File: src/rtl/gpio_port_pkg.sv
package gpio_port_pkg;
   localparam int unsigned BUS_W  = 32;
   localparam int unsigned HALF_W = BUS_W / 2;

   // word offsets; a register's upper half is always at base + 4
   localparam int unsigned OFS_DOUT    = 'h00;
   localparam int unsigned OFS_DIR     = 'h08;
   localparam int unsigned OFS_EXT     = 'h70;
   localparam int unsigned OFS_VERSION = 'h78;
   localparam int unsigned HALF_STRIDE = 4;

   localparam logic [BUS_W-1:0] DEFAULT_VERSION = 32'h0100_0C2B;

   // merge of a masked half-word write
   function automatic logic [HALF_W-1:0] masked_merge(
      input logic [HALF_W-1:0] cur,
      input logic [HALF_W-1:0] val,
      input logic [HALF_W-1:0] en);
      return (cur & ~en) | (val & en);
   endfunction
endpackage

File: src/rtl/gpio_mask_reg.sv
module gpio_mask_reg
   import gpio_port_pkg::*;
#(
   parameter int unsigned WIDTH = HALF_W
) (
   input  logic             clk,
   input  logic             rst_n,
   input  logic             wr_sel,
   input  logic [WIDTH-1:0] wval,
   input  logic [WIDTH-1:0] wmask,
   output logic [WIDTH-1:0] q
);

   initial begin
      assert (WIDTH == HALF_W)
         else $fatal(1, "gpio_mask_reg: WIDTH must equal HALF_W");
   end

   always_ff @(posedge clk or negedge rst_n) begin
      if (!rst_n) begin
         q <= '0;
      end else if (wr_sel) begin
         q <= masked_merge(q, wval, wmask);
      end
   end

   // bits whose enable is clear keep their value
   p_masked_hold_r2: assert property (@(posedge clk) disable iff (!rst_n)
      wr_sel |=> (((q ^ $past(q)) & ~$past(wmask)) == '0));

   // bits whose enable is set take the written value
   p_masked_set_r2: assert property (@(posedge clk) disable iff (!rst_n)
      wr_sel |=> (((q ^ $past(wval)) & $past(wmask)) == '0));

   // without a select the half never moves
   p_idle_stable_r9: assert property (@(posedge clk) disable iff (!rst_n)
      !wr_sel |=> $stable(q));

endmodule

File: src/rtl/gpio_pin_sync.sv
module gpio_pin_sync #(
   parameter int unsigned WIDTH  = 32,
   parameter int unsigned STAGES = 2
) (
   input  logic             clk,
   input  logic             rst_n,
   input  logic [WIDTH-1:0] async_in,
   output logic [WIDTH-1:0] sync_out
);

   initial begin
      assert (STAGES >= 2)
         else $fatal(1, "gpio_pin_sync: at least two stages required");
   end

   logic [STAGES-1:0][WIDTH-1:0] chain;

   always_ff @(posedge clk or negedge rst_n) begin
      if (!rst_n) begin
         chain <= '0;
      end else begin
         chain <= {chain[STAGES-2:0], async_in};
      end
   end

   assign sync_out = chain[STAGES-1];

   generate
      if (STAGES == 2) begin : g_chk2
         logic [1:0] warm;
         always_ff @(posedge clk or negedge rst_n) begin
            if (!rst_n)          warm <= 2'd0;
            else if (warm != 2'd2) warm <= warm + 2'd1;
         end
         // pin level appears after exactly two edges
         p_sync_delay_r6: assert property (@(posedge clk) disable iff (!rst_n)
            (warm == 2'd2) |-> (sync_out == $past(async_in, 2)));
      end
   endgenerate

endmodule

File: src/rtl/gpio_read_mux.sv
module gpio_read_mux
   import gpio_port_pkg::*;
#(
   parameter int unsigned NUM_HALF = 2,
   parameter logic [BUS_W-1:0] VERSION = DEFAULT_VERSION
) (
   input  logic [NUM_HALF-1:0]             hit_dout,
   input  logic [NUM_HALF-1:0]             hit_dir,
   input  logic                            hit_ext,
   input  logic                            hit_ver,
   input  logic [NUM_HALF*HALF_W-1:0]      dout_q,
   input  logic [NUM_HALF*HALF_W-1:0]      dir_q,
   input  logic [NUM_HALF*HALF_W-1:0]      ext_q,
   output logic [BUS_W-1:0]                rdata
);

   localparam int unsigned PINS = NUM_HALF * HALF_W;

   always_comb begin
      rdata = '0;
      for (int h = 0; h < NUM_HALF; h++) begin
         if (hit_dout[h]) rdata = rdata | {{HALF_W{1'b0}}, dout_q[h*HALF_W +: HALF_W]};
         if (hit_dir[h])  rdata = rdata | {{HALF_W{1'b0}}, dir_q[h*HALF_W +: HALF_W]};
      end
      if (hit_ext) rdata = rdata | BUS_W'(ext_q[PINS-1:0]);
      if (hit_ver) rdata = rdata | VERSION;
   end

endmodule

File: src/rtl/gpio_port_regs.sv
module gpio_port_regs
   import gpio_port_pkg::*;
#(
   parameter int unsigned ADDR_W      = 8,
   parameter int unsigned PINS        = 32,
   parameter int unsigned SYNC_STAGES = 2,
   parameter logic [31:0] VERSION     = DEFAULT_VERSION
) (
   input  logic              clk,
   input  logic              rst_n,
   input  logic [ADDR_W-1:0] bus_addr,
   input  logic              bus_wr_en,
   input  logic [31:0]       bus_wdata,
   output logic [31:0]       bus_rdata,
   input  logic [PINS-1:0]   pin_in,
   output logic [PINS-1:0]   pin_out,
   output logic [PINS-1:0]   pin_oe
);

   localparam int unsigned NUM_HALF = PINS / HALF_W;

   initial begin
      assert (NUM_HALF == 2 && PINS == NUM_HALF * HALF_W)
         else $fatal(1, "gpio_port_regs: PINS must fill two half-words");
      assert (ADDR_W >= 7)
         else $fatal(1, "gpio_port_regs: ADDR_W too small for the map");
   end

   logic [NUM_HALF-1:0] hit_dout, hit_dir;
   logic                hit_ext, hit_ver;
   logic [PINS-1:0]     dout_q, dir_q, ext_q;

   // address decode
   always_comb begin
      for (int h = 0; h < NUM_HALF; h++) begin
         hit_dout[h] = (bus_addr == ADDR_W'(OFS_DOUT + h * HALF_STRIDE));
         hit_dir[h]  = (bus_addr == ADDR_W'(OFS_DIR  + h * HALF_STRIDE));
      end
      hit_ext = (bus_addr == ADDR_W'(OFS_EXT));
      hit_ver = (bus_addr == ADDR_W'(OFS_VERSION));
   end

   genvar h;
   generate
      for (h = 0; h < NUM_HALF; h++) begin : g_half
         gpio_mask_reg #(.WIDTH(HALF_W)) u_dout (
            .clk   (clk),
            .rst_n (rst_n),
            .wr_sel(bus_wr_en && hit_dout[h]),
            .wval  (bus_wdata[HALF_W-1:0]),
            .wmask (bus_wdata[BUS_W-1:HALF_W]),
            .q     (dout_q[h*HALF_W +: HALF_W])
         );
         gpio_mask_reg #(.WIDTH(HALF_W)) u_dir (
            .clk   (clk),
            .rst_n (rst_n),
            .wr_sel(bus_wr_en && hit_dir[h]),
            .wval  (bus_wdata[HALF_W-1:0]),
            .wmask (bus_wdata[BUS_W-1:HALF_W]),
            .q     (dir_q[h*HALF_W +: HALF_W])
         );
      end
   endgenerate

   gpio_pin_sync #(.WIDTH(PINS), .STAGES(SYNC_STAGES)) u_sync (
      .clk     (clk),
      .rst_n   (rst_n),
      .async_in(pin_in),
      .sync_out(ext_q)
   );

   gpio_read_mux #(.NUM_HALF(NUM_HALF), .VERSION(VERSION)) u_rmux (
      .hit_dout(hit_dout),
      .hit_dir (hit_dir),
      .hit_ext (hit_ext),
      .hit_ver (hit_ver),
      .dout_q  (dout_q),
      .dir_q   (dir_q),
      .ext_q   (ext_q),
      .rdata   (bus_rdata)
   );

   assign pin_out = dout_q;
   assign pin_oe  = dir_q;

   // half-register reads carry nothing above bit 15
   p_upper_zero_r5: assert property (@(posedge clk) disable iff (!rst_n)
      ((|hit_dout) || (|hit_dir)) |-> (bus_rdata[31:16] == 16'h0));

   // identification word is constant
   p_version_r7: assert property (@(posedge clk) disable iff (!rst_n)
      hit_ver |-> (bus_rdata == VERSION));

   // direction register only moves on a write to its own halves
   p_dir_quiet_r4: assert property (@(posedge clk) disable iff (!rst_n)
      !(bus_wr_en && (|hit_dir)) |=> $stable(pin_oe));

endmodule

File: config.mk
export PLATFORM = sky130hd
export DESIGN_NAME = gpio_port_regs
export DESIGN_NICKNAME = d
export VERILOG_FILES = /design/src/rtl/gpio_port_pkg.sv /design/src/rtl/gpio_mask_reg.sv /design/src/rtl/gpio_pin_sync.sv /design/src/rtl/gpio_read_mux.sv /design/src/rtl/gpio_port_regs.sv
export SDC_FILE = /design/constraint.sdc
export NUM_CORES = 1
export LEC_CHECK = 0
export ABC_CLOCK_PERIOD_IN_PS = 1420
export BUFFER_PORTS_ARGS = -buffer_cell sky130_fd_sc_hd__buf_2
export CORE_MARGIN = 3
export CORE_UTILIZATION = 50
export DETAILED_ROUTE_END_ITERATION = 12
export GPL_ROUTABILITY_DRIVEN = 0
export MAX_ROUTING_LAYER = met4
export PLACE_DENSITY = 0.79
export REMOVE_ABC_BUFFERS = 1
export SYNTH_ARGS = -nofsm -noshare
export SYNTH_HDL_FRONTEND = slang
export SYNTH_SLANG_ARGS = --single-unit
export TNS_END_PERCENT = 1
File: constraint.sdc
create_clock -name clk -period 1.42 [get_ports clk]
set_input_delay 0 -clock clk [delete_from_list [all_inputs] [get_ports clk]]
set_output_delay 0 -clock clk [all_outputs]
set_load 0.02 [all_outputs]
==> summary.md, run 1 <==
| Metric | Value |
|---|---|
| Status | `complete, but fails checks` |
| Failing checks | `setup timing` |
| Row count | `36` |
| Distinct cells, synth | `31` |
| Busiest layer in global routing | `met2` |
| Warnings, synthesis | `0` |
| Pin count of the biggest net entering global routing | `69` |
| Area Growth Syn to Fin | `48.1%` |
| Worst Setup End Kind | `primary output` |
| Crit path largest cell delay | `0.47 ns` |
| CP Cell Sequence | `mux4_2 > a22o_1 > buf_6` |
| Final worst slack | `-0.308 ns` |
| Share of post-route cells with drive strength above 1 | `42.1%` |
| Total grt overflow | `0` |
| DR iter-0 viols | `260` |
| Final #Nets | `725` |
| CTS HTree Levels | `4` |
| Worst Path Required | `1.42 ns` |
| DRC viols | `0` |
| Grt met2 use | `46.6%` |
| CP max FO | `3` |
| CP max-delay cell | `mux4_2` |
| Worst reg2reg path depth | `2` |
| Most frequent cells in the layout | `buf_2 (166), dfrtp_1 (128), dlygate4sd3_1 (65)` |
| Post-route design area | `~7700 µm²` |
| Detailed placer's ending HPWL | `9980 µm` |
| Slew Viols, Final | `0` |
| Final non-filler cell total | `between 700 and 800` |
| Root cell of the clock tree | `clkbuf_8` |
| Initial antenna violation count | `0` |
| Skew-Pair Late Insertion Delay | `0.52 ns` |
| ANT nets after route | `0` |
| Max_slew headroom | `70.0%` |
| Cts bufs inserted | `17` |
| Fin util | `77.6%` |
| Gate count after technology mapping | `about 390` |
| Fraction of the yosys area taken by sequential cells | `61.7%` |
| FILL cells | `600` |
| Placed inst area | `6340 µm²` |
| Flop2flop setup slack | `0.48 ns` |
| Fin. Hold Viols | `0` |
| Pwr dens | `1180 nW/µm²` |
| Leak | `roughly 4.0 nW` |
| Maximum clock path buffer count | `2` |
| Final wirelength | `15,200 µm` |
| Clock Sinks | `128` |
| Worst Setup Path Type | `reg -> out` |
| Worst VDD drop | `around 1.2 mV` |
| Initial DRT Pass Iterations | `4` |
| Tightest Pin Transition | `approximately 0.45 ns` |
| # diodes | `0` |
| Min Clock Period, post-route | `approximately 1.7 ns` |
| Mapped cell area | `5190 µm²` |
| Vias in the first global route | `4,666` |
| Fmax | `between 500 and 600 MHz` |
| First-pass GRT wire length | `24,000 µm` |
| Worst Setup Start Kind | `flip-flop` |
| DP Cell Count | `693` |
| Gr usage total | `28.4%` |
| Die Y | `approximately 110 µm` |
| Vias per Instance | `5.33` |
| Final setup fails | `16` |
| Max_cap viols | `0` |
| Met1 Use GR | `between 30% and 40%` |
| CTS tree | `yes` |
| WP data arrival | `roughly 1.7 ns` |
| Worst clock skew | `0.00494 ns` |
| CTS clk-pin slew, worst paths | `roughly 0.06 ns` |
| Die width | `roughly 110 µm` |
| Seq cells post-synth | `128` |
| Routed wire length per instance | `19.1 µm` |
| PortBufs | `170` |
| Mean Syn Cell Area | `approximately 13 µm²` |
| Die area | `11,600 µm²` |
| Hold WS | `0.0774 ns` |
| Hold crit path type | `in -> async` |
| Boundary Pins | `171` |
| Grt met3 use | `8.40%` |
| Core Box Area | `9910 µm²` |
| Starting density of the core | `52.3%` |
| Commonest non-fill, non-tap cell in the layout | `buf_2` |
| Period Utilization, post-route | `122%` |
| Post-placement setup slack | `-0.187 ns` |
| Via count | `4,245` |
| RSZ-0062 raised after global routing | `true` |
## Yosys cell counts
library cell | n | area share [%]
and4b_1 | 1 | 0.19
mux2_4 | 10 | 2.9
mux2i_1 | 12 | 2.3
mux4_2 | 3 | 1.3
nor2_1 | 4 | 0.29
nand2_1 | 17 | 1.2
a22oi_1 | 4 | 0.58
a221o_1 | 5 | 0.96
o22ai_1 | 4 | 0.48
and2_1 | 16 | 1.9
nor3b_4 | 1 | 0.36
and4_1 | 1 | 0.17
nand3b_1 | 2 | 0.29
nand3_1 | 60 | 5.8
and3_1 | 5 | 0.60
o21ai_0 | 10 | 0.96
a31oi_1 | 5 | 0.60
dfrtp_1 | 128 | 62
buf_2 | 5 | 0.48
mux2_2 | 14 | 3.0
nand2_2 | 10 | 1.2
or3_1 | 1 | 0.12
mux2_1 | 40 | 8.7
buf_6 | 1 | 0.22
inv_1 | 1 | 0.072
clkbuf_1 | 14 | 1.0
nor4_2 | 1 | 0.24
buf_4 | 5 | 0.72
buf_8 | 1 | 0.29
a22o_1 | 6 | 1.0
nor3_2 | 1 | 0.19
## per-layer routing
layer	wire (µm)	part of all wire, %
met5	0	0
met4	263	1.7
met3	1120	7.3
met2	7810	51
met1	6050	40
## logic make-up (layout without fill, tap and decap cells)
family          after synthesis  after routing  synth area share (%)
flops                       128            128                  61.7
simple gates                120            120                  12.6
mux                          79             79                  18.2
compound gates               34             34                  4.61
buf+inv                      27            302                  2.80
## report_power, final
group | internal (mW) | switching (mW)
registers | 3.79 | 0.0660
logic | 0.336 | 0.374
clock network | 2.91 | 1.60
total | 7.04 | 2.04
## critical path, delay by kind of cell (launching register included)
| family | cells | cell delay [ns] |
|---|---|---|
| AO/OA/AOI/OAI | 1 | 0.22 |
| buffers and inverters | 1 | 0.13 |
| flip-flops | 1 | 0.39 |
| multiplexers | 1 | 0.47 |
## worst max path at each step
stage                     start             to  slack, ns  cells past startpoint
floorplan           bus_addr[4]      flip-flop      -0.87                      4
global placement    bus_addr[4]      flip-flop      -0.09                      6
detailed placement  bus_addr[4]      flip-flop      -0.19                      6
CTS                   flip-flop  bus_rdata[14]      -0.32                      3
global route          flip-flop  bus_rdata[15]      -0.38                      3
finish                flip-flop  bus_rdata[15]      -0.31                      3
## area by class of cell
type | count | area [µm²] | share of cell area [%]
Multi-Input combinational cell | 233 | 1870 | 24.3
Inverter | 1 | 3.75 | 0.0488
Clock buffer | 20 | 435 | 5.67
Sequential cell | 128 | 3200 | 41.7
Clock inverter | 12 | 183 | 2.38
Timing Repair Buffer | 269 | 1820 | 23.7
Tap cell | 133 | 166 | 2.17
## stage by stage
| stage | power, mW | TNS (ns) |
|---|---|---|
| after floorplan | 4.07 | -61.60 |
| after global placement | 4.45 | -2.69 |
| after detailed placement | 4.47 | -6.32 |
| after CTS | 9.13 | -2.88 |
| after global routing | 9.39 | -3.72 |
| final | 9.08 | -2.35 |
## timing repair
| action | 4_1_cts | 5_1_grt |
|---|---|---|
| endpoints found under the setup margin | 16 | 27 |
| resized for setup | 10 | 8 |
| buffers inserted | 6 | 0 |
| hold endpoints to repair | 224 | 0 |
| hold buffers | 65 | 0 |
| pin swaps | 1 | 2 |
Power figures use the tool's default switching activity.
==> run 2, diff against run 1 <==
--- a/config.mk
+++ b/config.mk
@@ -7,7 +7,6 @@
 export LEC_CHECK = 0
 export ABC_CLOCK_PERIOD_IN_PS = 1420
 export BUFFER_PORTS_ARGS = -buffer_cell sky130_fd_sc_hd__buf_2
-export CORE_MARGIN = 3
 export CORE_UTILIZATION = 50
 export DETAILED_ROUTE_END_ITERATION = 12
 export GPL_ROUTABILITY_DRIVEN = 0
@@ -17,4 +16,3 @@
 export SYNTH_ARGS = -nofsm -noshare
 export SYNTH_HDL_FRONTEND = slang
 export SYNTH_SLANG_ARGS = --single-unit
-export TNS_END_PERCENT = 1
==> summary.md, run 2 (same netlist as run 1, synthesis figures left out) <==
| Metric | Value |
|---|---|
| Status | `complete, but fails checks` |
| Failing checks | `setup timing` |
| CP Cell Sequence | `mux4_2 > a22o_1 > buf_6` |
| Busiest layer in global routing | `met2` |
| Die width | `104 µm` |
| Die area | `10,800 µm²` |
| Pin count of the biggest net entering global routing | `52` |
| Cts bufs inserted | `17` |
| Core Box Area | `just under 10,000 µm²` |
| Vias per Instance | `about 5.6` |
| CP max FO | `3` |
| Worst Setup Path Type | `reg -> out` |
| Vias in the first global route | `5,031` |
| Worst reg2reg path depth | `3` |
| Worst clock skew | `0.00758 ns` |
| Period Utilization, post-route | `126%` |
| Initial DRT Pass Iterations | `4` |
| Worst Setup Start Kind | `flip-flop` |
| WP data arrival | `1.78 ns` |
| Pwr dens | `about 1100 nW/µm²` |
| Hold crit path type | `in -> async` |
| Grt met3 use | `between 8 and 9%` |
| Max_slew headroom | `67.7%` |
| Die Y | `104 µm` |
| Clock Sinks | `128` |
| Via count | `4,599` |
| Pwr Total | `8.95 mW` |
| Routed wire length per instance | `20.8 µm` |
| Commonest non-fill, non-tap cell in the layout | `buf_2` |
| Worst Path Required | `1.42 ns` |
| CTS tree | `yes` |
| Maximum clock path buffer count | `2` |
| Total grt overflow | `0` |
| Final wirelength | `17,000 µm` |
| Slew Viols, Final | `0` |
| # diodes | `0` |
| Post-placement setup slack | `-0.116 ns` |
| Fmax | `between 500 and 600 MHz` |
| CTS clk-pin slew, worst paths | `around 0.07 ns` |
| Skew-Pair Late Insertion Delay | `0.54 ns` |
| Root cell of the clock tree | `clkbuf_8` |
| Fin. Hold Viols | `0` |
| PortBufs | `170` |
| Flop2flop setup slack | `0.38 ns` |
| Gr usage total | `roughly 34%` |
| Initial antenna violation count | `0` |
| Tightest Pin Transition | `between 0.4 and 0.5 ns` |
| Starting density of the core | `52.3%` |
| DP Cell Count | `between 600 and 700` |
| Leak | `4.10 nW` |
| Worst VDD drop | `between 1 and 1.5 mV` |
| DRC viols | `0` |
| Worst Setup End Kind | `primary output` |
| CTS HTree Levels | `4` |
| First-pass GRT wire length | `26,600 µm` |
| Critical Path End | `bus_rdata[15]` |
| Most frequent cells in the layout | `buf_2 (154), dfrtp_1 (128), dlygate4sd3_1 (66)` |
| CP max-delay cell | `mux4_2` |
| Area Growth Syn to Fin | `52.8%` |
| DR iter-0 viols | `288` |
| Boundary Pins | `171` |
| Share of post-route cells with drive strength above 1 | `44.0%` |
| Row count | `36` |
| Final non-filler cell total | `821` |
| Met1 Use GR | `between 30% and 40%` |
| Final setup fails | `16` |
| Crit path largest cell delay | `0.49 ns` |
| Grt met2 use | `56.2%` |
| Max_cap viols | `0` |
| Final worst slack | `-0.364 ns` |
| Final #Nets | `750` |
| RSZ-0062 raised after global routing | `true` |
| ANT nets after route | `0` |
| Detailed placer's ending HPWL | `roughly 9800 µm` |
| Min Clock Period, post-route | `1.78 ns` |
-- run 2: changes by cell type in the layout (fill, tap and decap cells not counted), sizes merged --
cell         change
buf             +24
bufinv           -2
clkbuf           -1
clkinv           +1
dlygate4sd3      +1
inv              +2
-- run 2: through the flow --
step	area, µm²	utilization (%)	hold WS, ns	setup TNS, ns
after global placement	6360	64.2	-0.144	-1.08
after detailed placement	6360	64.2	-0.140	-3.21
after CTS	7840	79.1	0.00980	-2.91
after floorplan	5050	-	-0.296	-61.60
final	7930	80.0	0.0336	-3.00
after global routing	7930	80.0	0.0395	-3.86
-- run 2: what timing repair did --
action | 4_1_cts | 5_1_grt
endpoints found under the setup margin | 16 | 16
gates resized for setup | 29 | 15
pin swaps | 12 | 12
setup buffers | 22 | 7
hold endpoints to repair | 224 | 0
hold buffers | 66 | 0
-- run 2: worst max-delay path, delay by kind of cell, from the launching register on --
family / cells / cell delay (ns)
muxes: 1 / 0.49
DFF: 1 / 0.41
AOI/OAI and AO/OA: 1 / 0.22
buffers and inverters: 1 / 0.14
-- run 2: routing by layer --
metal  part of all wire (%)  wire [µm]  vias to the layer above
met5                      0          0                        -
met4                    3.1        533                        0
met3                    6.6       1120                       56
met2                     53       9010                      250
met1                     37       6370                     2328
li1                       -          -                     1965
-- run 2: how the worst min path moves through the flow --
stage | start | end | slack, ns | cells past startpoint
after floorplan | rst_n | async pin | -0.30 | 0
after global routing | rst_n | u_sync.sync_out[3] | 0.04 | 3
after global placement | rst_n | u_sync.chain[18] | -0.14 | 1
final | rst_n | async pin | 0.03 | 3
after detailed placement | rst_n | u_sync.sync_out[28] | -0.14 | 1
after CTS | rst_n | u_sync.sync_out[3] | 0.01 | 3
-- run 2: layout make-up --
class,count,area [µm²]
Clock buffer,19,432
Clock inverter,13,153
Fill cell,552,1980
Inverter,1,3.75
Multi-Input combinational cell,233,1870
Sequential cell,128,3200
Tap cell,133,166
Timing Repair Buffer,294,2100
-- run 2: power breakdown --
part / internal, mW / total [mW] / switching (mW)
clock: 2.58 / 4.32 / 1.75
combinational: 0.369 / 0.771 / 0.402
sequential: 3.79 / 3.86 / 0.0692
==> run 3, diff against run 2 <==
--- a/config.mk
+++ b/config.mk
@@ -11,7 +11,8 @@
 export DETAILED_ROUTE_END_ITERATION = 12
 export GPL_ROUTABILITY_DRIVEN = 0
 export MAX_ROUTING_LAYER = met4
-export PLACE_DENSITY = 0.79
+export PLACE_DENSITY_LB_ADDON = 0.3
+export RECOVER_POWER = 100
 export REMOVE_ABC_BUFFERS = 1
 export SYNTH_ARGS = -nofsm -noshare
 export SYNTH_HDL_FRONTEND = slang
==> summary.md, run 3 (same netlist as run 1, synthesis figures left out) <==
| Metric | Value |
|---|---|
| Most frequent cells in the layout | `dfrtp_1 (128), buf_2 (88), clkbuf_1 (70)` |
| RSZ-0062 raised after global routing | `true` |
| Boundary Pins | `171` |
| Psw | `about 2.0 mW` |
| First-pass GRT wire length | `25,200 µm` |
| Share of total power in the clock network | `about 47%` |
| Cts bufs inserted | `17` |
| Die Y | `104 µm` |
| FILL cells | `625` |
| Start point of the worst min-delay path | `bus_addr[0]` |
| Core Box Area | `9910 µm²` |
| Worst Setup End Kind | `primary output` |
| Starting density of the core | `between 50% and 60%` |
| WL met1 | `6400 µm` |
| Skew-Pair Late Insertion Delay | `0.50 ns` |
| Row count | `36` |
| Initial DRT Pass Iterations | `5` |
| Root cell of the clock tree | `clkbuf_8` |
| Final wirelength | `15,900 µm` |
| Period Utilization, post-route | `119%` |
| Gr usage total | `a little under a third` |
| CTS clk-pin slew, worst paths | `about 0.06 ns` |
| Commonest non-fill, non-tap cell in the layout | `dfrtp_1` |
| Worst reg2reg path depth | `3` |
| Worst VDD drop | `~1.0 mV` |
| Vias in the first global route | `about 4,800` |
| PortBufs | `170` |
| Pin count of the biggest net entering global routing | `58` |
| Via count | `between 4,000 and 5,000` |
| Placed inst area | `roughly 6400 µm²` |
| CTS tree | `yes` |
| Post-route design area | `between 7000 and 8000 µm²` |
| Int Pwr | `6.70 mW` |
| Slew Viols, Final | `0` |
| Share of post-route cells with drive strength above 1 | `between 30% and 40%` |
| Final #Nets | `about 760` |
| Hold Path Stages | `5` |
| Hold crit path type | `in -> reg` |
| Maximum clock path buffer count | `2` |
| # diodes | `0` |
| Fin. Hold Viols | `0` |
| Initial antenna violation count | `0` |
| Fin Setup TNS | `-2.00 ns` |
| Tightest Pin Transition | `1.41 ns` |
| Highest routed metal layer | `met4` |
| Area Growth Syn to Fin | `50.4%` |
| Clock Sinks | `approximately 130` |
| CP Cell Sequence | `mux4_2 > a22o_1 > buf_6` |
| Switching Fraction | `23.2%` |
| Leak | `roughly 3.8 nW` |
| Gate power share | `8.5%` |
| Min Clock Period, post-route | `1.69 ns` |
| Final setup fails | `16` |
| Routed wire length per instance | `19.1 µm` |
| Pwr Total | `8.72 mW` |
| DR iter-0 viols | `between 300 and 400` |
| Final worst slack | `-0.274 ns` |
| Total grt overflow | `0` |
| Die width | `104 µm` |
| Die area | `about 11,000 µm²` |
| Status | `complete, but fails checks` |
| Flop2flop setup slack | `0.37 ns` |
| CTS HTree Levels | `4` |
| ANT nets after route | `0` |
| Max_slew headroom | `6.21%` |
| CP max FO | `3` |
| Worst clock skew | `~0.0027 ns` |
| Fmax | `590 MHz` |
| Post-placement setup slack | `-0.154 ns` |
| Vias per Instance | `5.42` |
| Worst Setup Start Kind | `flip-flop` |
| Crit path largest cell delay | `roughly 0.46 ns` |
| WP data arrival | `1.69 ns` |
| DRC viols | `0` |
| Fin util | `78.7%` |
| Detailed placer's ending HPWL | `9750 µm` |
| Pwr dens | `1120 nW/µm²` |
| Worst Path Required | `1.42 ns` |
| Worst Setup Path Type | `reg -> out` |
| Part of the power in registers | `approximately 44%` |
| Failing checks | `setup timing` |
| Max_cap viols | `0` |
| Wire length on met3 | `1200 µm` |
| Wire length on met2 | `7770 µm` |
| CP max-delay cell | `mux4_2` |
==> run 3: per-stage QoR <==
stage | hold slack, ns | cells
2_1_floorplan | -0.296 | 362
6_report | 0.0997 | 828
5_1_grt | 0.110 | 828
3_3_place_gp | -0.00990 | 702
3_5_place_dp | -0.00787 | 702
4_1_cts | 0.0196 | 822
==> run 3: final cells by class <==
class                      instances  area, µm²  share of cell area, %
clock buffer                      20        445                   5.71
sequential                       128       3200                   41.1
tap                              133        166                   2.13
timing repair buffer             303       2030                   26.1
multi-input combinational        233       1830                   23.5
clock inverter                    10        114                   1.46
inverter                           1       3.75                 0.0481
==> run 3: worst max path at each step <==
| stage | end | slack [ns] | cells after the start | start |
|---|---|---|---|---|
| 4_1_cts | bus_rdata[14] | -0.30 | 3 | flip-flop |
| 2_1_floorplan | flip-flop | -0.87 | 4 | bus_addr[4] |
| 5_1_grt | bus_rdata[14] | -0.34 | 3 | flip-flop |
| 3_5_place_dp | flip-flop | -0.15 | 6 | bus_addr[4] |
| 6_report | bus_rdata[14] | -0.27 | 3 | flip-flop |
| 3_3_place_gp | flip-flop | -0.08 | 6 | bus_addr[4] |
==> run 3: timing repair <==
action	CTS	global route
endpoints found under the hold margin	224	0
resized for setup	34	5
endpoints found under the setup margin	16	26
pin swaps	10	7
hold buffers	65	0
buffers inserted	25	6
==> run 3: power by group through the flow <==
stage	logic (mW)	clock network (mW)	registers, mW
2_1_floorplan	0.109	0	3.96
3_3_place_gp	0.550	0	3.91
3_5_place_dp	0.564	0	3.92
4_1_cts	0.741	4.16	3.85
5_1_grt	0.797	4.32	3.86
6_report	0.742	4.13	3.85
==> run 3: metal layers <==
metal / vias to the layer above / track usage (%)
met5: - / -
met4: 0 / 13.4
met3: 40 / 7.77
met2: 234 / 49.1
met1: 2236 / 39.1
li1: 1976 / -
==> run 3: worst max-delay path, delay by kind of cell, from the launching register on <==
kind                   cells  cell delay (ns)
AOI/OAI and AO/OA          1             0.20
buffers and inverters      1             0.13
DFF                        1             0.39
muxes                      1             0.46
